**config.mk**
```make
export PLATFORM = sky130hd
export DESIGN_NAME = float_sense_top
export DESIGN_NICKNAME = d
export VERILOG_FILES = /design/src/rtl/fsd_pkg.sv /design/src/rtl/fsd_sync.sv /design/src/rtl/fsd_fb_drive.sv /design/src/rtl/fsd_classifier.sv /design/src/rtl/float_sense_top.sv
export SDC_FILE = /design/constraint.sdc
export NUM_CORES = 1
export LEC_CHECK = 0
export ABC_AREA = 1
export BUFFER_PORTS_ARGS = -buffer_cell sky130_fd_sc_hd__buf_2
export CORE_MARGIN = 5
export CORE_UTILIZATION = 55
export CTS_CLUSTER_SIZE = 10
export DETAILED_ROUTE_END_ITERATION = 8
export PLACE_DENSITY = 0.72
export SETUP_SLACK_MARGIN = 0.2
export SLEW_MARGIN = 10
export SYNTH_ARGS = -nofsm -noshare
export SYNTH_HDL_FRONTEND = slang
export SYNTH_SLANG_ARGS = --single-unit
```
**constraint.sdc**
```tcl
create_clock -name clk -period 2 [get_ports clk]
set_input_delay 0.3 -clock clk [delete_from_list [all_inputs] [get_ports clk]]
set_output_delay 0.3 -clock clk [all_outputs]
set_load 0.05 [all_outputs]
```
**src/rtl/fsd_pkg.sv**
```systemverilog
package fsd_pkg;
  typedef enum logic [1:0] {
    LVL_LOW   = 2'b00,
    LVL_HIGH  = 2'b01,
    LVL_FLOAT = 2'b10
  } lvl_e;
endpackage

```
**src/rtl/fsd_sync.sv**
```systemverilog
module fsd_sync #(
  parameter int STAGES = 2
) (
  input  logic clk,
  input  logic rst,
  input  logic d_async,
  output logic q_sync
);
  logic [STAGES-1:0] chain_q;

  generate
    for (genvar i = 0; i < STAGES; i++) begin : g_stage
      if (i == 0) begin : g_first
        always_ff @(posedge clk) begin
          if (rst) chain_q[0] <= 1'b0;
          else     chain_q[0] <= d_async;
        end
      end else begin : g_rest
        always_ff @(posedge clk) begin
          if (rst) chain_q[i] <= 1'b0;
          else     chain_q[i] <= chain_q[i-1];
        end
      end
    end
  endgenerate

  assign q_sync = chain_q[STAGES-1];
endmodule

```
**src/rtl/fsd_fb_drive.sv**
```systemverilog
module fsd_fb_drive (
  input  logic clk,
  input  logic rst,
  input  logic en,
  input  logic sample,
  output logic fb_out,
  output logic fb_oe
);
  logic fb_q, oe_q;

  always_ff @(posedge clk) begin
    if (rst) begin
      fb_q <= 1'b0;
      oe_q <= 1'b0;
    end else begin
      fb_q <= ~sample;
      oe_q <= en;
    end
  end

  assign fb_out = fb_q;
  assign fb_oe  = oe_q;

  // feedback is the inverse of the previous sample
  assert_fb_inverse_R1: assert property (@(posedge clk) disable iff (rst)
    !$past(rst) |-> fb_q == ~$past(sample));
  // the output-enable follows en with one cycle of delay
  assert_oe_follows_en_R7: assert property (@(posedge clk) disable iff (rst)
    1'b1 |=> fb_oe == $past(en));
endmodule

```
**src/rtl/fsd_classifier.sv**
```systemverilog
module fsd_classifier
  import fsd_pkg::*;
#(
  parameter int LOOP_LAT = 3,
  parameter int RUN_LEN  = 8
) (
  input  logic       clk,
  input  logic       rst,
  input  logic       en,
  input  logic       sample,
  output logic       res_valid,
  output logic [1:0] res_code
);
  localparam int CNT_W  = $clog2(RUN_LEN + 1);
  localparam int FILL_W = $clog2(LOOP_LAT + 1);

  logic [LOOP_LAT-1:0] hist_q;
  logic [FILL_W-1:0]   fill_q;
  logic [CNT_W-1:0]    s_run_q, f_run_q, s_run_n, f_run_n;
  logic                valid_q;
  lvl_e                code_q;
  logic                filled, steady_ok, float_ok, steady_hit, float_hit;

  assign filled    = (fill_q == FILL_W'(LOOP_LAT));
  assign steady_ok = (sample == hist_q[0]);
  assign float_ok  = (sample != hist_q[LOOP_LAT-1]);

  always_comb begin
    s_run_n = '0;
    f_run_n = '0;
    if (en && filled && steady_ok)
      s_run_n = (s_run_q == CNT_W'(RUN_LEN)) ? s_run_q : s_run_q + 1'b1;
    if (en && filled && float_ok)
      f_run_n = (f_run_q == CNT_W'(RUN_LEN)) ? f_run_q : f_run_q + 1'b1;
  end

  assign steady_hit = (s_run_n >= CNT_W'(RUN_LEN));
  assign float_hit  = (f_run_n >= CNT_W'(RUN_LEN));

  always_ff @(posedge clk) begin
    if (rst || !en) begin
      hist_q  <= '0;
      fill_q  <= '0;
      s_run_q <= '0;
      f_run_q <= '0;
      valid_q <= 1'b0;
      code_q  <= LVL_LOW;
    end else begin
      hist_q  <= {hist_q[LOOP_LAT-2:0], sample};
      if (!filled) fill_q <= fill_q + 1'b1;
      s_run_q <= s_run_n;
      f_run_q <= f_run_n;
      valid_q <= steady_hit || float_hit;
      if (steady_hit)     code_q <= sample ? LVL_HIGH : LVL_LOW;
      else if (float_hit) code_q <= LVL_FLOAT;
    end
  end

  assign res_valid = valid_q;
  assign res_code  = code_q;

  initial begin
    assert_params_R5: assert (RUN_LEN > LOOP_LAT && LOOP_LAT >= 2);
  end

  // disabled means invalid in the next cycle
  assert_invalid_when_off_R7: assert property (@(posedge clk) disable iff (rst)
    !en |=> !res_valid);
  // unused code is never reported
  assert_code_legal_R8: assert property (@(posedge clk) disable iff (rst)
    res_valid |-> res_code != 2'b11);
  // a floating report is backed by a full run
  assert_float_run_R3: assert property (@(posedge clk) disable iff (rst)
    (res_valid && res_code == LVL_FLOAT) |-> f_run_q >= CNT_W'(RUN_LEN));
  // a level report equals the sample it came from
  assert_level_match_R4: assert property (@(posedge clk) disable iff (rst)
    (res_valid && res_code != LVL_FLOAT) |-> res_code[0] == $past(sample));
  // a valid result needs a full run in the previous cycle's counters
  assert_run_before_valid_R5: assert property (@(posedge clk) disable iff (rst)
    $rose(res_valid) |-> (s_run_q >= CNT_W'(RUN_LEN) || f_run_q >= CNT_W'(RUN_LEN)));
endmodule

```
**src/rtl/float_sense_top.sv**
```systemverilog
module float_sense_top #(
  parameter int SYNC_STAGES = 2,
  parameter int RUN_LEN     = 8
) (
  input  logic       clk,
  input  logic       rst,
  input  logic       en,
  input  logic       pin_in,
  output logic       fb_out,
  output logic       fb_oe,
  output logic       res_valid,
  output logic [1:0] res_code
);
  localparam int LOOP_LAT = SYNC_STAGES + 1;

  logic sample;

  fsd_sync #(.STAGES(SYNC_STAGES)) u_sync (
    .clk(clk), .rst(rst), .d_async(pin_in), .q_sync(sample)
  );

  fsd_fb_drive u_fb (
    .clk(clk), .rst(rst), .en(en), .sample(sample),
    .fb_out(fb_out), .fb_oe(fb_oe)
  );

  fsd_classifier #(.LOOP_LAT(LOOP_LAT), .RUN_LEN(RUN_LEN)) u_cls (
    .clk(clk), .rst(rst), .en(en), .sample(sample),
    .res_valid(res_valid), .res_code(res_code)
  );
endmodule

```
-- After elaboration in Yosys (flattened, before gate mapping)
Index checks and enable logic that the tools add are counted.
- bits in registers: 20
- bits of input ports: 4
- output and inout bits: 5
- memories kept: 0
- bits in writable memories: 0
- latch bits: 0
- logic and storage cells: 35
- ROM bits: 0
- shift operators: 0
- add/sub/neg operators: 3
- reductions and logical operators: 7
- $mul: 0
- bitwise operators: 1
- muxes and demuxes: 7
- order comparisons: 2
- divide/modulo/power cells: 0
- equality and inequality tests: 5
- operator list (cell ; count):
    $mux W4 ; 4
    $add A4 B1 Y4 const B ; 2
    $eq A4 B4 Y1 const B ; 2
    $ge A4 B4 Y1 const B ; 2
    $mux W2 ; 2
    $logic_and A1 B1 Y1 ; 3
    $add A2 B1 Y2 const B ; 1
    $eq A2 B2 Y1 const B ; 1
    $logic_or A1 B1 Y1 ; 2
    $reduce_bool A2 Y1 ; 1
    $eq A1 B1 Y1 ; 1
    $logic_not A1 Y1 ; 1
    $mux W1 ; 1
    $ne A1 B1 Y1 ; 1
    $not A1 Y1 ; 1

-- Longest topological paths before layout
Gate-level depths: netlist (run 1).
- depth after elaboration: 7
- mapped depth: 8
- mapped depth without buffers: 8

-- By module
A second synthesis (run 1) with hierarchy kept.
- cells, all modules: 105
- area total of the unflattened synthesis: 827.0 um2
- modules (own cells, without submodules) (module ; seq. area each (um2) ; cells each ; instances ; area an instance (um2)):
    fsd_classifier ; 320.3 ; 94 ; 1 ; 718.2
    fsd_sync ; 40.0 ; 6 ; 1 ; 55.1
    fsd_fb_drive ; 40.0 ; 5 ; 1 ; 53.8

-- Least setup slack after synthesis (run 1)
OpenSTA, ideal clock, no wires.
- path type: register to register
- from: register u_cls.fill_q[0]
- to: register u_cls.code_q[0], in the netlist u_cls.res_code[0]
- data required time: 1.888 ns
- library setup time: 0.112 ns
- clock period less this slack: 1.131 ns
- path slack: 0.869 ns
- data arrival time: 1.019 ns
- buffers on the path: 0
- cell stages (with the launch flop): 9
- path through: dfxtp_1 -> ha_1 -> nand2_1 -> inv_2 -> nand3_1 -> nor2_1 -> nor2_1 -> nand2_1 -> nand2_1
- cells in the longest elaborated chain, start to end: 6
- elaborated cells on any way between the ends: 10
- those cells by class: order compare (2); eq/ne (1); mux (3); reduce/logical (4)
- ends and longest elaborated chain (element ; line ; source):
    start, declared ; fsd_classifier.sv:18 ; logic [FILL_W-1:0] fill_q;
    start signal, assigned ; fsd_classifier.sv:50 ; if (!filled) fill_q <= fill_q + 1'b1;
    $eq A2 B2 Y1 * ; fsd_classifier.sv:24 ; assign filled = (fill_q == FILL_W'(LOOP_LAT));
    $logic_and A1 B1 Y1 * ; fsd_classifier.sv:31, fsd_classifier.sv:33 ;
    $logic_and A1 B1 Y1, on equally long branches ; fsd_classifier.sv:31, fsd_classifier.sv:33 ;
    $mux W4, on equally long branches ; fsd_classifier.sv:31, fsd_classifier.sv:33 ;
    $ge A4 B4 Y1, on equally long branches ; fsd_classifier.sv:37, fsd_classifier.sv:38 ;
    $mux W2 or $reduce_bool A2 Y1 (tied branches) ; -- ;
    end signal, assigned ; fsd_classifier.sv:54 ; if (steady_hit) code_q <= sample ? LVL_HIGH : LVL_LOW;
    end, declared ; fsd_classifier.sv:21 ; lvl_e code_q;
Mark *: on every way between the ends. The rest lies on a longest branch, timed or not.
A chain may end at the register's enable or synchronous reset.

-- Worst setup path in the final report (run 1)
Same ends and word-level chain as after synthesis.

==> results of run 1 <==
==> power by group through the flow <==
stage	clock (mW)	combinational (mW)	sequential, mW
finish	0.223	0.0312	0.408
detailed placement	0	0.0314	0.418
CTS	0.230	0.0315	0.408
global placement	0	0.0311	0.417
global route	0.255	0.0346	0.409
floorplan	0	0.0137	0.426
==> critical path, delay by kind of cell (launching register included) <==
family                     cells  cell delay [ps]
and+or+nand+nor                6              440
DFF                            1              360
adders and majority gates      1              230
buffers and inverters          1              100
==> layout make-up <==
cell class | instances | area, sq um
well taps | 16 | 20.0
repair buffers | 8 | 40.0
inverters | 19 | 71.3
multi-input cells | 62 | 352
fillers | 135 | 534
flip-flops and latches | 20 | 400
clock buffers | 4 | 36.3
==> metal layers <==
metal	vias up	GRT usage (%)	part of all wire, %	routed length (um)
li1	334	-	-	-
met1	271	14.6	47	560
met2	10	19.8	48	580
met3	2	3.68	3.8	46
met4	0	4.04	0.83	10
met5	-	0	0	0
==> cells by family after synthesis <==
group	after synthesis	share of synthesized area (%)
DFF	20	48.6
buffers and inverters	19	8.66
xor gates and xnor gates	5	5.32
and+or+nand+nor	48	27.2
AOI/OAI and AO/OA	4	2.58
adders and majority gates	5	7.60
==> state kept, by name, summed over array words and instances, names as in the netlist <==
register / count
u_fb.fb_oe: 1
u_cls.s_run_q: 4
u_sync.chain_q: 1
u_cls.fill_q: 2
u_sync.q_sync: 1
u_cls.hist_q: 3
u_cls.res_valid: 1
u_cls.f_run_q: 4
u_cls.res_code: 2
u_fb.fb_out: 1
==> stage by stage <==
stage | hold WS [ps] | instance area (sq um) | std cells
floorplan | 367 | 823 | 101
detailed placement | 398 | 883 | 125
global placement | 395 | 883 | 125
CTS | 190 | 920 | 129
global route | 172 | 920 | 129
finish | 193 | 920 | 129
==> cell usage after synthesis <==
cell,n
a21oi_1,1
nor2_1,22
nand2_1,15
nand4_4,1
inv_2,4
xor2_1,5
nor2_2,1
inv_1,15
ha_1,5
o22ai_1,1
nand3_1,4
nand4_1,2
o21ai_0,2
nand4_2,1
nand2_2,2
dfxtp_1,20
==> path summary, 6_finish.rpt <==
check,to,slack (ps),cells past startpoint
hold / removal,u_sync.q_sync$_SDFF_PP0_,190,2
setup reg to reg,u_cls.res_code[0]$_SDFFE_PP0P_,770,8
setup / recovery,u_cls.res_code[0]$_SDFFE_PP0P_,770,8
hold reg to reg,u_sync.q_sync$_SDFF_PP0_,410,2
==> run_results.csv, run 1 <==
group,metric,value,unit
status,status,"completed",
cts,postCtsHoldBufs,0,
timing,relSlewSlack,83.4,%
drt,drc,0,
worst_setup_path,path_class,"reg2reg",
timing,finalCriticalPeriod,1230,ps
worst_setup_path,r2r-start,"u_cls.fill_q[0]$_SDFFE_PP0P_",
synthesis,ys_types,16,
global_routing,antenna_found_initial,0,
synthesis,synth_fp_nets,110,
synthesis,synth_top_area_cell,"dfxtp_1",
global_routing,grt_pass1_vias,571,
timing,drv_slew,0,
drt,avgRoutedWirePerCell,9.29,um
timing,finalHoldViolations,0,
floorplanning,chipHeight,48.7,um
cts,clk_pin_slew,110,ps
cts,root_buffer,"clkbuf_4",
cts,clk_path_buf_depth,2,
floorplanning,boundaryPins,9,
floorplanning,die_area,2370,sq um
final_layout,area_growth,11.7,%
drt,final_antenna_net_count,0,
final_layout,nets,123,
pwr,power.total,0.662,mW
worst_setup_path,path_cells,"ha_1 > nand2_1 > inv_2 > nand3_1 > nor2_1 > nor2_1 > nand2_1 > nand2_1",
cts,post_cts_buffers,0,
drt,viasPerCell,4.78,
synthesis,synthTopCellsByArea,"dfxtp_1 (49%), nor2_1 (10%), ha_1 (7.6%)",
pwr,p_per_area,720,nW/um^2
synthesis,seq_area_frac_synth,48.6,%
global_routing,grt_max_degree,12,
synthesis,avgSynthCellArea,8.15,sq um
floorplanning,start_util,56.6,%
worst_hold_path,hold_start,"rst",
pwr,p_sw,0.138,mW
synthesis,ys_warn_count,0,
timing,fin_crit_sh,61.3,%
worst_setup_path,cp.arrival,1430,ps
job,cap_violations,0,
floorplanning,die-width,48.7,um
worst_hold_path,worstHoldPathType,"in2reg",
worst_setup_path,slowest_delay,360,ps
worst_setup_path,crit_start,"u_cls.fill_q[0]$_SDFFE_PP0P_",
global_routing,track_usage,12.0,%
timing,worstMarginPinSlew,251,ps
cts,cts_tree,"done",
worst_setup_path,setup.worst_path.end_class,"flop",
synthesis,synthCells,101,
pwr,pwr-share-seq,61.6,%
worst_setup_path,cp_max_fo,4,
synthesis,synth_top_cell_area_share,48.6,%
pwr,p_leak,0.410,nW
drt,via_count,617,
pwr,p_sw_share,20.8,%
place,hpwl,967,um
place,place_congestion,0.779,
synthesis,yosys_register_bits,20,
synthesis,netlist_area,823,sq um
pwr,ir_worst_vdd,0.374,mV
final_layout,final_cell_mix,"nor2_1 (22), dfxtp_1 (20), inv_1 (15), nand2_1 (15), buf_2 (8)",
place,port_buffers,8,
floorplanning,core_area,1450,sq um
drt,initialDrtViolationCount,7,
final_layout,finalCoreUtilization,63.3,%
worst_setup_path,cp_slowest_cell,"dfxtp_1",
timing,rsz0062_at_grt,"no",
pwr,combPwrFrac,4.7,%
worst_setup_path,cpMostUsedCell,"nand2_1",
worst_setup_path,crit_required,2200,ps
cts,cts.sinks,20,
final_layout,drive_above_1_share,18.6,%
final_layout,diodes,0,
timing,clock_skew,10.2,ps
pwr,clkPwrFrac,33.7,%
final_layout,final_common_cell,"nor2_1",
cts,numCtsBuffers,3,
cts,clock_latency,290,ps
drt,firstDrtPassIters,4,
global_routing,grt.overflow.total,0,
cts,cts_resized,0,
worst_setup_path,crit_path_start_kind,"flop",
cts,htreeDepth,1,
global_routing,grt_pass1_wl,2.30,mm
drt,totalWireLength,1.20,mm
pwr,p_int,0.525,mW
timing,setup_slack,774,ps
place,pre_cts_ws,773,ps
timing,setup_tns,0,ps
floorplanning,row_count,14,
timing,fmax,816,MHz
timing,setup_violations,0,
(Power assumes the default switching activity.)
==> run 2: changes to the inputs <==
--- a/config.mk
+++ b/config.mk
@@ -8,10 +8,10 @@
 export ABC_AREA = 1
 export BUFFER_PORTS_ARGS = -buffer_cell sky130_fd_sc_hd__buf_2
 export CORE_MARGIN = 5
-export CORE_UTILIZATION = 55
+export CORE_UTILIZATION = 49
 export CTS_CLUSTER_SIZE = 10
 export DETAILED_ROUTE_END_ITERATION = 8
-export PLACE_DENSITY = 0.72
+export PLACE_DENSITY = 0.68
 export SETUP_SLACK_MARGIN = 0.2
 export SLEW_MARGIN = 10
 export SYNTH_ARGS = -nofsm -noshare
==> constraint.sdc (replaced) <==
create_clock -name clk -period 1.04 [get_ports clk]
set_input_delay 0.156 -clock clk [delete_from_list [all_inputs] [get_ports clk]]
set_output_delay 0.156 -clock clk [all_outputs]
set_load 0.05 [all_outputs]
==> run 2 against run 1 <==
  * The flow now finishes with violations (negative setup slack)
  * Worst hold slack worse by 150 ps
  * Power up 98%
  * Sequential share of layout area down 6.6 points
  * Highest routed layer unchanged
  * Critical endpoint unchanged
  * Worst setup slack worse by 800 ps
  * Die area up 9.7%
  * First-iteration DRC count down 71%
  * Register-to-register slack worse by 800 ps
  * Routed wire length up 25%
  * Design area up 24%
==> run_results.csv, run 2 (same netlist as run 1, synthesis figures left out) <==
group,metric,value,unit
cts,clock_latency,290,ps
worst_hold_path,worstHoldPathType,"in2reg",
cts,clk_path_buf_depth,2,
global_routing,grt_pass1_vias,621,
floorplanning,core_area,1540,sq um
worst_setup_path,r2r_slack,-20,ps
cts,root_buffer,"clkbuf_4",
worst_setup_path,setup.worst_path.end_class,"flop",
timing,drv_slew,0,
timing,rsz0062_at_grt,"yes",
worst_setup_path,path_cells,"ha_4 > nand2_4 > inv_6 > nand3_4 > nor2_4 > nor2_1 > nand2_1 > nand2_1",
floorplanning,chipHeight,51.0,um
cts,postCtsHoldBufs,0,
status,violations,"negative setup slack",
worst_setup_path,rr_endpoint,"u_cls.res_code[0]$_SDFFE_PP0P_",
worst_setup_path,slowest_delay,380,ps
timing,finalHoldViolations,0,
timing,setup_violations,2,
drt,met1Wirelength,663,um
global_routing,grt_max_degree,12,
final_layout,area_growth,38.9,%
global_routing,track_usage,12.4,%
final_layout,finalCoreUtilization,74.2,%
worst_setup_path,cp.arrival,1260,ps
final_layout,reg_top3,"u_cls.f_run_q x4, u_cls.s_run_q x4, u_cls.hist_q x3",
global_routing,grt.overflow.total,0,
final_layout,diodes,0,
timing,finalCriticalPeriod,1060,ps
timing,worstMarginPinSlew,174,ps
drt,met3_length,49,um
timing,fmax,941,MHz
worst_hold_path,hold_depth,2,
global_routing,antenna_found_initial,0,
drt,avgRoutedWirePerCell,11.0,um
place,place_congestion,0.789,
floorplanning,die-width,51.0,um
final_layout,final_common_cell,"nor2_1",
global_routing,grt_pass1_wl,2.47,mm
drt,totalWireLength,1.50,mm
floorplanning,row_count,14,
drt,via_count,652,
worst_setup_path,cp_max_fo,4,
final_layout,drive_above_1_share,45.0,%
timing,clock_skew,2.61,ps
final_layout,final_cell_mix,"nor2_1 (21), inv_1 (12), nand2_1 (12)",
floorplanning,die_area,2600,sq um
worst_setup_path,cp_slowest_cell,"dfxtp_2",
drt,initialDrtViolationCount,2,
worst_setup_path,path_class,"reg2reg",
drt,dr.max_layer_used,"met4",
place,hpwl,1.00,mm
worst_setup_path,cpMostUsedCell,"nand2_1",
drt,wl_met2,760,um
worst_setup_path,rr_worst_depth,8,
floorplanning,start_util,53.4,%
worst_setup_path,crit_path_start_kind,"flop",
job,cap_violations,0,
timing,setup_slack,-22.5,ps
timing,fin_crit_sh,102,%
cts,cts.sinks,20,
floorplanning,boundaryPins,9,
place,port_buffers,8,
timing,relSlewSlack,88.4,%
pwr,p_per_area,1150,nW/um^2
worst_hold_path,hold_start,"rst",
timing,setup_tns,-26.7,ps
cts,clk_pin_slew,100,ps
pwr,ir_worst_vdd,0.851,mV
drt,firstDrtPassIters,2,
final_layout,nets,130,
worst_hold_path,hold-path-endpoint,"u_fb.fb_out$_SDFF_PP0_",
pwr,p_leak,0.470,nW
cts,cts_tree,"done",
status,status,"complete, but fails checks",
drt,final_antenna_net_count,0,
worst_setup_path,r2r-start,"u_cls.fill_q[0]$_SDFFE_PP0P_",
worst_setup_path,crit_required,1240,ps
drt,viasPerCell,4.79,
cts,htreeDepth,1,
drt,drc,0,
cts,numCtsBuffers,3,
[run 2: cell count changes in the layout (fill, tap and decap cells not counted), sizes merged]
cell / previous run / this run
buf: 8 / 15
[run 2: metrics by stage]
stage | hold WS (ps) | instances | setup WS [ps] | instance area (sq um) | total power, mW
after floorplan | 223 | 101 | 39.5 | 875 | 0.850
after global placement | 365 | 127 | -16.6 | 950 | 0.874
after detailed placement | 365 | 127 | -26.3 | 950 | 0.875
after CTS | 40.4 | 134 | -34.3 | 1080 | 1.33
after global routing | 42.1 | 136 | -91.4 | 1140 | 1.38
final | 46.5 | 136 | -22.5 | 1140 | 1.31
[run 2: per-layer routing]
layer	vias up	track usage [%]
met5	-	0
li1	348	-
met4	0	6.38
met3	4	3.49
met2	8	21.5
met1	292	13.6
[run 2: timing repair]
action | in CTS | in global routing
setup buffers | 3 | 2
setup endpoints to repair | 18 | 18
pin swaps | 9 | 5
gates resized for setup | 23 | 14
[run 2: report_power, final]
part	switching (mW)	internal [mW]
logic	0.0529	0.0425
clock network	0.220	0.213
registers	0.0101	0.772
total	0.283	1.03
[run 2: area by class of cell]
class / instances / area (sq um)
clock buffers: 4 / 36.3
fillers: 110 / 398
inverters: 19 / 78.8
multi-input cells: 62 / 443
flip-flops and latches: 20 / 423
well taps: 16 / 20.0
repair buffers: 15 / 143
[run 2: worst max-delay path: cells and delay by family (launching register included)]
family        cells  cell delay [ps]
fa+ha+maj         1              160
buf+inv           1               70
flops             1              380
simple gates      6              350
[run 2: worst max-delay path by stage]
stage / startpoint / to / slack (ps) / depth (start not counted)
floorplan: u_cls.fill_q[1]$_SDFFE_PP0P_ / u_cls.res_code[0]$_SDFFE_PP0P_ / 40 / 8
global placement: u_cls.fill_q[0]$_SDFFE_PP0P_ / u_cls.res_code[0]$_SDFFE_PP0P_ / -20 / 8
detailed placement: u_cls.fill_q[1]$_SDFFE_PP0P_ / u_cls.res_code[0]$_SDFFE_PP0P_ / -30 / 8
CTS: u_cls.fill_q[0]$_SDFFE_PP0P_ / u_cls.res_code[0]$_SDFFE_PP0P_ / -30 / 8
global route: u_cls.fill_q[0]$_SDFFE_PP0P_ / u_cls.res_code[0]$_SDFFE_PP0P_ / -90 / 7
finish: u_cls.fill_q[0]$_SDFFE_PP0P_ / u_cls.res_code[0]$_SDFFE_PP0P_ / -20 / 8
